$ cat config.mk
export PLATFORM = sky130hd
export DESIGN_NAME = gpio_irq_bank
export DESIGN_NICKNAME = d
export VERILOG_FILES = /design/src/rtl/gpio_bank_pkg.sv /design/src/rtl/gpio_in_capture.sv /design/src/rtl/gpio_irq_unit.sv /design/src/rtl/gpio_bus_regs.sv /design/src/rtl/gpio_irq_bank.sv
export SDC_FILE = /design/constraint.sdc
export NUM_CORES = 1
export LEC_CHECK = 0
export CORE_MARGIN = 2
export CORE_UTILIZATION = 40
export CTS_CLUSTER_DIAMETER = 120
export DETAILED_ROUTE_END_ITERATION = 8
export DONT_BUFFER_PORTS = 1
export GPL_TIMING_DRIVEN = 0
export PLACE_DENSITY = 0.55
export SKIP_LAST_GASP = 1
export SLEW_MARGIN = 20
export SYNTH_ARGS = -nofsm -noshare
export SYNTH_HDL_FRONTEND = slang
export SYNTH_SLANG_ARGS = --single-unit
export TNS_END_PERCENT = 1
$ cat constraint.sdc
create_clock -name clk -period 2.5 [get_ports clk]
set_clock_uncertainty 0.15 [all_clocks]
set_input_delay 0.375 -clock clk [delete_from_list [all_inputs] [get_ports clk]]
set_output_delay 0.375 -clock clk [all_outputs]
set_load 0.005 [all_outputs]
$ cat src/rtl/gpio_bank_pkg.sv
package gpio_bank_pkg;

  typedef enum logic [2:0] {
    RG_IN    = 3'd0,
    RG_OUT   = 3'd1,
    RG_OE    = 3'd2,
    RG_INTE  = 3'd3,
    RG_PTRIG = 3'd4,
    RG_AUX   = 3'd5,
    RG_CTRL  = 3'd6,
    RG_INTS  = 3'd7
  } reg_sel_e;

  localparam int CTRL_W = 4;

  // packed: ie is bit 0, pend bit 1, eclk bit 2, neg bit 3
  typedef struct packed {
    logic neg;
    logic eclk;
    logic pend;
    logic ie;
  } ctrl_t;

endpackage

$ cat src/rtl/gpio_in_capture.sv
module gpio_in_capture #(
  parameter int W    = 32,
  parameter int SYNC = 2
) (
  input  logic         clk,
  input  logic         rst_n,
  input  logic [W-1:0] pins,
  input  logic         ext_clk,
  input  logic         use_ext,
  input  logic         on_fall,
  output logic [W-1:0] in_q
);
  localparam int SH = SYNC + 1;

  logic [SH-1:0] sh_q;
  logic          synced, prev, rise, fall, take;

  always_ff @(posedge clk or negedge rst_n) begin
    if (!rst_n) sh_q <= '0;
    else        sh_q <= {sh_q[SH-2:0], ext_clk};
  end

  assign synced = sh_q[SYNC-1];
  assign prev   = sh_q[SYNC];
  assign rise   = synced & ~prev;
  assign fall   = ~synced & prev;

  always_comb begin
    if (!use_ext)     take = 1'b1;
    else if (on_fall) take = fall;
    else              take = rise;
  end

  always_ff @(posedge clk or negedge rst_n) begin
    if (!rst_n)    in_q <= '0;
    else if (take) in_q <= pins;
  end


  bus_clock_follow_chk: assert property (@(posedge clk) disable iff (!rst_n)
    !use_ext |=> in_q == $past(pins));

  fall_mode_ignores_rise_chk: assert property (@(posedge clk) disable iff (!rst_n)
    (use_ext && on_fall && synced && !prev) |=> $stable(in_q));

  rise_mode_ignores_fall_chk: assert property (@(posedge clk) disable iff (!rst_n)
    (use_ext && !on_fall && !synced && prev) |=> $stable(in_q));

endmodule

$ cat src/rtl/gpio_irq_unit.sv
module gpio_irq_unit #(
  parameter int W = 32
) (
  input  logic         clk,
  input  logic         rst_n,
  input  logic [W-1:0] in_q,
  input  logic [W-1:0] inte,
  input  logic [W-1:0] ptrig,
  input  logic         ie,
  input  logic         wr_ints,
  input  logic [W-1:0] wdata,
  output logic [W-1:0] ints_q,
  output logic         pend_set,
  output logic         irq_q
);
  logic [W-1:0] hit, base;

  // per-pin level match, generated bit by bit
  for (genvar g = 0; g < W; g++) begin : g_trig
    assign hit[g] = inte[g] & (in_q[g] == ptrig[g]);
  end

  assign base     = wr_ints ? wdata : ints_q;
  assign pend_set = ie & (|ints_q);

  always_ff @(posedge clk or negedge rst_n) begin
    if (!rst_n) begin
      ints_q <= '0;
      irq_q  <= 1'b0;
    end else begin
      ints_q <= base | hit;
      irq_q  <= pend_set;
    end
  end


  irq_gated_chk: assert property (@(posedge clk) disable iff (!rst_n)
    !ie |=> !irq_q);

  status_sticky_chk: assert property (@(posedge clk) disable iff (!rst_n)
    !wr_ints |=> (ints_q & $past(ints_q)) == $past(ints_q));

  masked_pin_quiet_chk: assert property (@(posedge clk) disable iff (!rst_n)
    !wr_ints |=> (ints_q & ~$past(ints_q) & ~$past(inte)) == '0);

endmodule

$ cat src/rtl/gpio_bus_regs.sv
module gpio_bus_regs
  import gpio_bank_pkg::*;
#(
  parameter int W  = 32,
  parameter int DW = 32
) (
  input  logic          clk,
  input  logic          rst_n,
  input  logic          cyc,
  input  logic          stb,
  input  logic          we,
  input  logic [2:0]    idx,
  input  logic [DW-1:0] wdata,
  input  logic [W-1:0]  in_q,
  input  logic [W-1:0]  ints_q,
  input  logic          pend_set,
  output logic          ack,
  output logic [DW-1:0] rdata,
  output logic [W-1:0]  out_q,
  output logic [W-1:0]  oe_q,
  output logic [W-1:0]  inte_q,
  output logic [W-1:0]  ptrig_q,
  output logic [W-1:0]  aux_q,
  output ctrl_t         ctrl_q,
  output logic          wr_ints
);
  logic     access, wr, wr_ctrl;
  reg_sel_e sel;
  logic [W-1:0]  sel_val;
  logic [DW-1:0] rd_word;

  assign access  = cyc & stb & ~ack;
  assign wr      = access & we;
  assign sel     = reg_sel_e'(idx);
  assign wr_ctrl = wr && (sel == RG_CTRL);
  assign wr_ints = wr && (sel == RG_INTS);

  always_comb begin
    unique case (sel)
      RG_IN:    sel_val = in_q;
      RG_OUT:   sel_val = out_q;
      RG_OE:    sel_val = oe_q;
      RG_INTE:  sel_val = inte_q;
      RG_PTRIG: sel_val = ptrig_q;
      RG_AUX:   sel_val = aux_q;
      RG_CTRL:  begin sel_val = '0; sel_val[CTRL_W-1:0] = ctrl_q; end
      default:  sel_val = ints_q;
    endcase
    rd_word = '0;
    rd_word[W-1:0] = sel_val;
  end

  always_ff @(posedge clk or negedge rst_n) begin
    if (!rst_n) begin
      ack     <= 1'b0;
      rdata   <= '0;
      out_q   <= '0;
      oe_q    <= '0;
      inte_q  <= '0;
      ptrig_q <= '0;
      aux_q   <= '0;
      ctrl_q  <= '0;
    end else begin
      ack <= access;
      if (access && !we) rdata <= rd_word;
      if (wr) begin
        case (sel)
          RG_OUT:   out_q   <= wdata[W-1:0];
          RG_OE:    oe_q    <= wdata[W-1:0];
          RG_INTE:  inte_q  <= wdata[W-1:0];
          RG_PTRIG: ptrig_q <= wdata[W-1:0];
          RG_AUX:   aux_q   <= wdata[W-1:0];
          RG_CTRL:  ctrl_q  <= ctrl_t'(wdata[CTRL_W-1:0]);
          default:  ;
        endcase
      end
      if (!wr_ctrl && pend_set) ctrl_q.pend <= 1'b1;
    end
  end


  ack_follows_access_chk: assert property (@(posedge clk) disable iff (!rst_n)
    (cyc && stb && !ack) |=> ack);

  ack_single_pulse_chk: assert property (@(posedge clk) disable iff (!rst_n)
    ack |=> !ack);

  pend_sticky_chk: assert property (@(posedge clk) disable iff (!rst_n)
    (ctrl_q.pend && !wr_ctrl) |=> ctrl_q.pend);

endmodule

$ cat src/rtl/gpio_irq_bank.sv
module gpio_irq_bank
  import gpio_bank_pkg::*;
#(
  parameter int W  = 32,
  parameter int DW = 32
) (
  input  logic          clk,
  input  logic          rst_n,
  input  logic          bus_cyc,
  input  logic          bus_stb,
  input  logic          bus_we,
  input  logic [4:0]    bus_adr,
  input  logic [DW-1:0] bus_wdata,
  output logic [DW-1:0] bus_rdata,
  output logic          bus_ack,
  input  logic [W-1:0]  pin_in,
  input  logic          ext_clk,
  input  logic [W-1:0]  aux_in,
  output logic [W-1:0]  pin_out,
  output logic [W-1:0]  pin_oe_n,
  output logic          irq
);
  logic [W-1:0] in_q, ints_q, out_q, oe_q, inte_q, ptrig_q, aux_q;
  ctrl_t        ctrl_q;
  logic         pend_set, wr_ints;

  gpio_bus_regs #(.W(W), .DW(DW)) u_regs (
    .clk(clk), .rst_n(rst_n),
    .cyc(bus_cyc), .stb(bus_stb), .we(bus_we), .idx(bus_adr[4:2]),
    .wdata(bus_wdata), .in_q(in_q), .ints_q(ints_q), .pend_set(pend_set),
    .ack(bus_ack), .rdata(bus_rdata),
    .out_q(out_q), .oe_q(oe_q), .inte_q(inte_q), .ptrig_q(ptrig_q),
    .aux_q(aux_q), .ctrl_q(ctrl_q), .wr_ints(wr_ints)
  );

  gpio_in_capture #(.W(W), .SYNC(2)) u_cap (
    .clk(clk), .rst_n(rst_n), .pins(pin_in), .ext_clk(ext_clk),
    .use_ext(ctrl_q.eclk), .on_fall(ctrl_q.neg), .in_q(in_q)
  );

  gpio_irq_unit #(.W(W)) u_irq (
    .clk(clk), .rst_n(rst_n), .in_q(in_q), .inte(inte_q), .ptrig(ptrig_q),
    .ie(ctrl_q.ie), .wr_ints(wr_ints), .wdata(bus_wdata[W-1:0]),
    .ints_q(ints_q), .pend_set(pend_set), .irq_q(irq)
  );

  assign pin_out  = (aux_in & aux_q) | (out_q & ~aux_q);
  assign pin_oe_n = ~oe_q;


  oe_write_inverts_chk: assert property (@(posedge clk) disable iff (!rst_n)
    (bus_cyc && bus_stb && bus_we && !bus_ack && bus_adr[4:2] == 3'd2)
      |=> pin_oe_n == ~$past(bus_wdata[W-1:0]));

  ctrl_clear_drops_irq_chk: assert property (@(posedge clk) disable iff (!rst_n)
    (bus_cyc && bus_stb && bus_we && !bus_ack && bus_adr[4:2] == 3'd6 && bus_wdata[0] == 1'b0)
      |=> ##1 !irq);

endmodule

# Yosys cells after proc, flatten, opt, wreduce, memory -nomap -nowiden
# Index checks and enable logic that the tools add are counted.
# classes
n_mux	7
reduce_logical	17
n_eq_ne	39
bitwise_logic	47
# op_table
op	n
$pmux 32 s7	1
$and 32x32->32	2
$not 32->32	2
$or 32x32->32	2
$and 1x1->1	38
$eq 1x1->1	32
$mux 32	1
$reduce_or 32->1	1
$reduce_and 2->1	7
$eq 3x3->1 const B	4
$eq 3x2->1 const B	2
$logic_and 1x1->1	4
$mux 2	2
$reduce_bool 2->1	2
$eq 3x1->1 const B	1
$logic_not 3->1	1
$mux 1	3
$not 1->1	3
$logic_not 1->1	2
# word_totals
elab_cells	125
in_bits	107
reg_bits	265
output_inout_bits	98

# Logic depth before layout (Yosys ltp)
# depth
word_depth	8
ltp_mapped	7
depth_no_buf	4

# By module
# A second synthesis with hierarchy kept.
# unflattened
cells_unflattened	1265
area_unflattened_um2	14596.5
# by_module_without_submodules
module	cells_each	area_per_inst_um2	seq_area_each_um2	n_inst
gpio_bus_regs	719	9151.3	4929.7	1
gpio_in_capture	335	3027.9	875.8	1
gpio_irq_unit	147	1816.7	825.8	1
gpio_irq_bank	64	600.6	0.0	1

# Least setup slack after synthesis
# OpenSTA, ideal clock, no wires.
# synth_timing
path_kind	in2reg
start	input port bus_adr[3]
end	register u_regs.out_q[10]
path_buffers	3
slack_ns	0.675
required_ns	2.225
setup_ns	0.125
cell_stages	6
arrival_ns	1.550
path_cell_list	buf_2 -> nand2b_4 -> or3_1 -> buf_2 -> buf_6 -> mux2_4
# synth_between
elab_chain_len	2
# synth_lines
element	line_no	source
from (decl)	gpio_irq_bank.sv:12	input logic [4:0] bus_adr,
$eq 3x1->1	gpio_bus_regs.sv:67	case (sel)
$reduce_and 2->1 (no source line)	-	
to (signal assigned)	gpio_bus_regs.sv:68	RG_OUT: out_q <= wdata[W-1:0];
to (decl)	gpio_bus_regs.sv:19	output logic [W-1:0] out_q,
# Every way passes these cells.
# A chain may end at the register's enable or synchronous reset.

# Worst setup path after layout
# layout_timing
start	register u_regs.ack
end	register u_regs.rdata[25]
# layout_between
elab_chain_len	3
# layout_lines
element	line_no	source
from (decl)	gpio_bus_regs.sv:17	output logic ack,
from (signal assigned)	gpio_bus_regs.sv:64	ack <= access;
$not 1->1	gpio_bus_regs.sv:32	assign access = cyc & stb & ~ack;
$and 1x1->1	gpio_bus_regs.sv:32	
$logic_and 1x1->1	gpio_bus_regs.sv:65	if (access && !we) rdata <= rd_word;
to (signal assigned)	gpio_bus_regs.sv:65	
to (decl)	gpio_bus_regs.sv:18	output logic [DW-1:0] rdata,
# Every way passes these cells.

==> summary.md <==
| Metric | Value |
|---|---|
| Setup_tns | 0 ns |
| Largest net degree at the start of global routing | 266 |
| CP bufs+invs | 2 |
| Synth Register Bits | 265 |
| Vias in the first global route | 9261 |
| Sequential share of power | 0.476 |
| Violated checks | hold timing |
| Sequential-to-total area share from yosys stat | 0.519 |
| Depth of the CTS H-tree | 1 |
| Worst R2R Start | u_regs.ack |
| Crit path DAT | 2.65 ns |
| Layout cells sized above 1 | 0.297 |
| Met1 Wirelength | 18300 um |
| Reg2Reg Setup Slack | 0.17 ns |
| Maximum vdd drop | 0.656 mV |
| CTS tree | done |
| Area of the mapped netlist | 0.0128 mm^2 |
| Most used DFF post-synth | dfrtp_1 |
| Final setup viols | 0 |
| CTS sink cnt | 265 |
| RSZ-0062 raised after global routing | false |
| Worst Max-Slew Pin Slew | 1.12 ns |
| Crit path max fanout | 10 |
| WL met3 | 3660 um |
| Cell area after layout | 0.0150 mm^2 |
| Crit path cell chain | or3_1 -> clkbuf_1 -> clkbuf_1 -> nand2_1 -> a2bb2oi_1 |
| Status | complete, but fails checks |
| Slew Limit Fails | 0 |
| Clk_lat worst skew | 0.55 ns |
| Hold Slack | -0.610 ns |
| CTS buffer count | 30 |
| LEAKAGE | 6.44 nW |
| Post-CTS Hold Buffers | 67 |
| Slowest stage delay, CP | 0.60 ns |
| Family with the most delay on the worst path | buffers and inverters |
| CTS Buffer Depth | 3 |
| Synthesized area per cell | 12.6 um^2 |
| Max Cap Viol | 0 |
| Final Util | 0.475 |
| Boundary Pins | 205 |
| Die ar. | 0.0334 mm^2 |
| Psw | 3.49 mW |
| Grt total ovfl | 0 |
| Worst Setup End Kind | flip-flop |
| Most common cell after layout, fill and taps aside | dfrtp_1 |
| Metal2 WL | 19200 um |
| Multi-input gate area | 0.00564 mm^2 |
| First-pass GRT wire length | 62000 um |
| Worst setup margin | 0.171 ns |
| Top Layer Used | met4 |
| Gate power share | 0.168 |
| WP data required | 2.82 ns |
| Routed vias | 9153 |
| HP Class | primary input to asynchronous set/reset pin |
| GRT Total Usage | 0.253 |
| Overall power | 12.5 mW |
| Post-Syn Nets | 1123 |
| CTS clk-pin slew, worst paths | 0.06 ns |
| Startpoint types | flip-flop |
| Most frequent cells in the layout | dfrtp_1, mux2_2, dlygate4sd3_1 |
| Cell-internal power | 8.98 mW |
| Die H | 183 um |
| CP Capture Point | u_regs.rdata[25] |
| Tmin final | 2.33 ns |
| Synth Instances | 1016 |
| Via/cell ratio | 5.95 |
| Switching part of the total | 0.280 |
| Clock share of power | 0.357 |
| Starting Density | 0.405 |
| Post-synth ARST share | 1.00 |
| Final nets | 1222 |
| Crit-path slowest cell | clkbuf_1 |
| Post-synth EDFFs | 0 |
| Die X | 183 um |
| Achievable frequency | 0.429 GHz |
| CP dominant cell by count | clkbuf_1 |
| WP depth | 5 |
| WL/cell | 27.6 um |
| Worst r2r path cells | 5 |
| Worst rel slew slack | 0.249 |
| Total routed wirelength | 42500 um |
| Fillers | 2905 |
| CP startpoint | u_regs.ack |
| Root buffer cell | clkbuf_16 |
| Tcrit/Tclk final | 0.932 |
| Crit Reg-Reg Endpoint | u_regs.rdata[25] |
| Number of distinct library cells after synthesis | 50 |
| FP Rows | 65 |
| DRT iter0 DRCs | 797 |
| Pwr/cell area | 833 mW/mm^2 |
| Yosys warnings | 0 |
| Final routed DRC violation total | 0 |
| Place WS | -0.0805 ns |
| Pre-antenna DRT Iters | 5 |
| Initial antenna violation count | 3 |
| Setup CP Type | flip-flop to flip-flop |
| Setup bufs post-CTS | 0 |
| Placer Congestion | 0.870 |
| Detail Route Antenna Nets | 0 |
| DP Area | 0.0133 mm^2 |
| P&R area growth vs syn | 17.2% |
| Detail Placement HPWL | 28900 um |
| Final hold violations | 265 |
| Seq. cell area | 0.00663 mm^2 |
| # port buffers | 0 |
| Core ar. | 0.0316 mm^2 |
## cells in the mapped netlist (2+ instances only)
| master | count | area (um^2) |
|---|---|---|
| buf_1 | 2 | 7.51 |
| o211ai_1 | 3 | 22.5 |
| o221ai_1 | 4 | 35.0 |
| a221o_1 | 32 | 320 |
| a21oi_1 | 13 | 65.1 |
| o21ai_1 | 9 | 45.0 |
| nor3_2 | 2 | 20.0 |
| mux4_2 | 4 | 90.1 |
| nor2b_1 | 42 | 263 |
| mux2_4 | 30 | 450 |
| o31ai_1 | 10 | 75.1 |
| a211oi_1 | 17 | 128 |
| nor2_1 | 13 | 48.8 |
| o311a_1 | 8 | 80.1 |
| inv_1 | 40 | 150 |
| xnor2_1 | 32 | 280 |
| a2bb2oi_1 | 6 | 52.6 |
| nand4b_1 | 4 | 35.0 |
| mux2_1 | 6 | 67.6 |
| dfrtp_1 | 265 | 6630 |
| or3_1 | 2 | 12.5 |
| a22oi_1 | 20 | 150 |
| clkbuf_1 | 18 | 67.6 |
| nand3_1 | 2 | 10.0 |
| nand2_1 | 48 | 180 |
| mux2_2 | 190 | 2140 |
| mux2i_1 | 19 | 190 |
| nor4_1 | 8 | 50.1 |
| o21ai_0 | 62 | 310 |
| buf_2 | 32 | 160 |
| buf_6 | 8 | 90.1 |
| o22ai_1 | 4 | 25.0 |
| a221oi_1 | 22 | 193 |
| nand3_2 | 3 | 30.0 |
| o221a_2 | 4 | 45.0 |
| buf_4 | 6 | 45.0 |
| nand4_1 | 2 | 12.5 |
| or2_2 | 4 | 25.0 |
| o22a_1 | 9 | 78.8 |
## final cells by class
class	instances	area share
plain buffers	66	0.0247
diodes	2	0.000334
multi-input cells	644	0.376
well taps	402	0.0336
clock buffers	46	0.0636
inverters	41	0.0103
clock inverters	6	0.00367
repair buffers	67	0.0448
flip-flops and latches	265	0.443
## how the worst min path moves through the flow
stage,endpoint,startpoint,cells past startpoint
2_1_floorplan,u_cap.in_q[0],rst_n,0
3_3_place_gp,u_cap.in_q[5],rst_n,0
3_5_place_dp,u_cap.in_q[5],rst_n,0
4_1_cts,u_cap.in_q[5],rst_n,0
5_1_grt,u_regs.oe_q[5],rst_n,0
6_report,u_regs.out_q[5],rst_n,0
## sequential cells by signal, summed over array words and instances, names as in the netlist
name	count
u_regs.oe_q	32
u_irq.irq_q	1
u_irq.ints_q	32
u_regs.ack	1
u_regs.rdata	32
u_regs.ptrig_q	32
u_regs.out_q	32
u_regs.aux_q	32
u_cap.in_q	32
u_regs.inte_q	32
u_cap.sh_q	3
u_regs.ctrl_q	4
## logic make-up (layout without fill, tap and decap cells)
group,Yosys count,after routing,synth area share
DFF,265,265,0.519
muxes,249,249,0.230
AOI/OAI and AO/OA,225,225,0.128
and+or+nand+nor,138,138,0.0602
buffers and inverters,107,226,0.0410
xor gates and xnor gates,32,32,0.0219
other,0,2,0
## power by group through the flow
stage               sequential [mW]  combinational [mW]  clock (mW)
detailed placement             5.99                1.95           0
CTS                            5.92                2.09        4.53
finish                         5.94                2.09        4.45
global placement               5.97                1.92           0
floorplan                      5.62                1.60           0
global route                   6.03                2.27        4.70
## metrics by stage
step	hold slack, ns	std cells
finish	-0.610	1539
global route	-0.627	1538
CTS	-0.628	1537
detailed placement	-0.0501	1418
global placement	-0.0507	1418
floorplan	-0.0706	1016
## per-layer routing
metal  up-vias  global-route usage
met5         -                   0
met4         0              0.0797
met3        70              0.0600
met2       424               0.394
met1      4692               0.350
li1       3967                   -
## what timing repair did
item / CTS / global route
setup endpoints to repair: 0 / 1
resized for setup: 0 / 1
hold endpoints to repair: 495 / 265
## worst register-to-register path, cell delays in order (launching register included)
cell,delay [ns]
dfrtp_1,0.46
or3_1,0.15
clkbuf_1,0.58
clkbuf_1,0.61
nand2_1,0.12
a2bb2oi_1,0.17
Note: power is estimated with default switching activity, not from simulation.
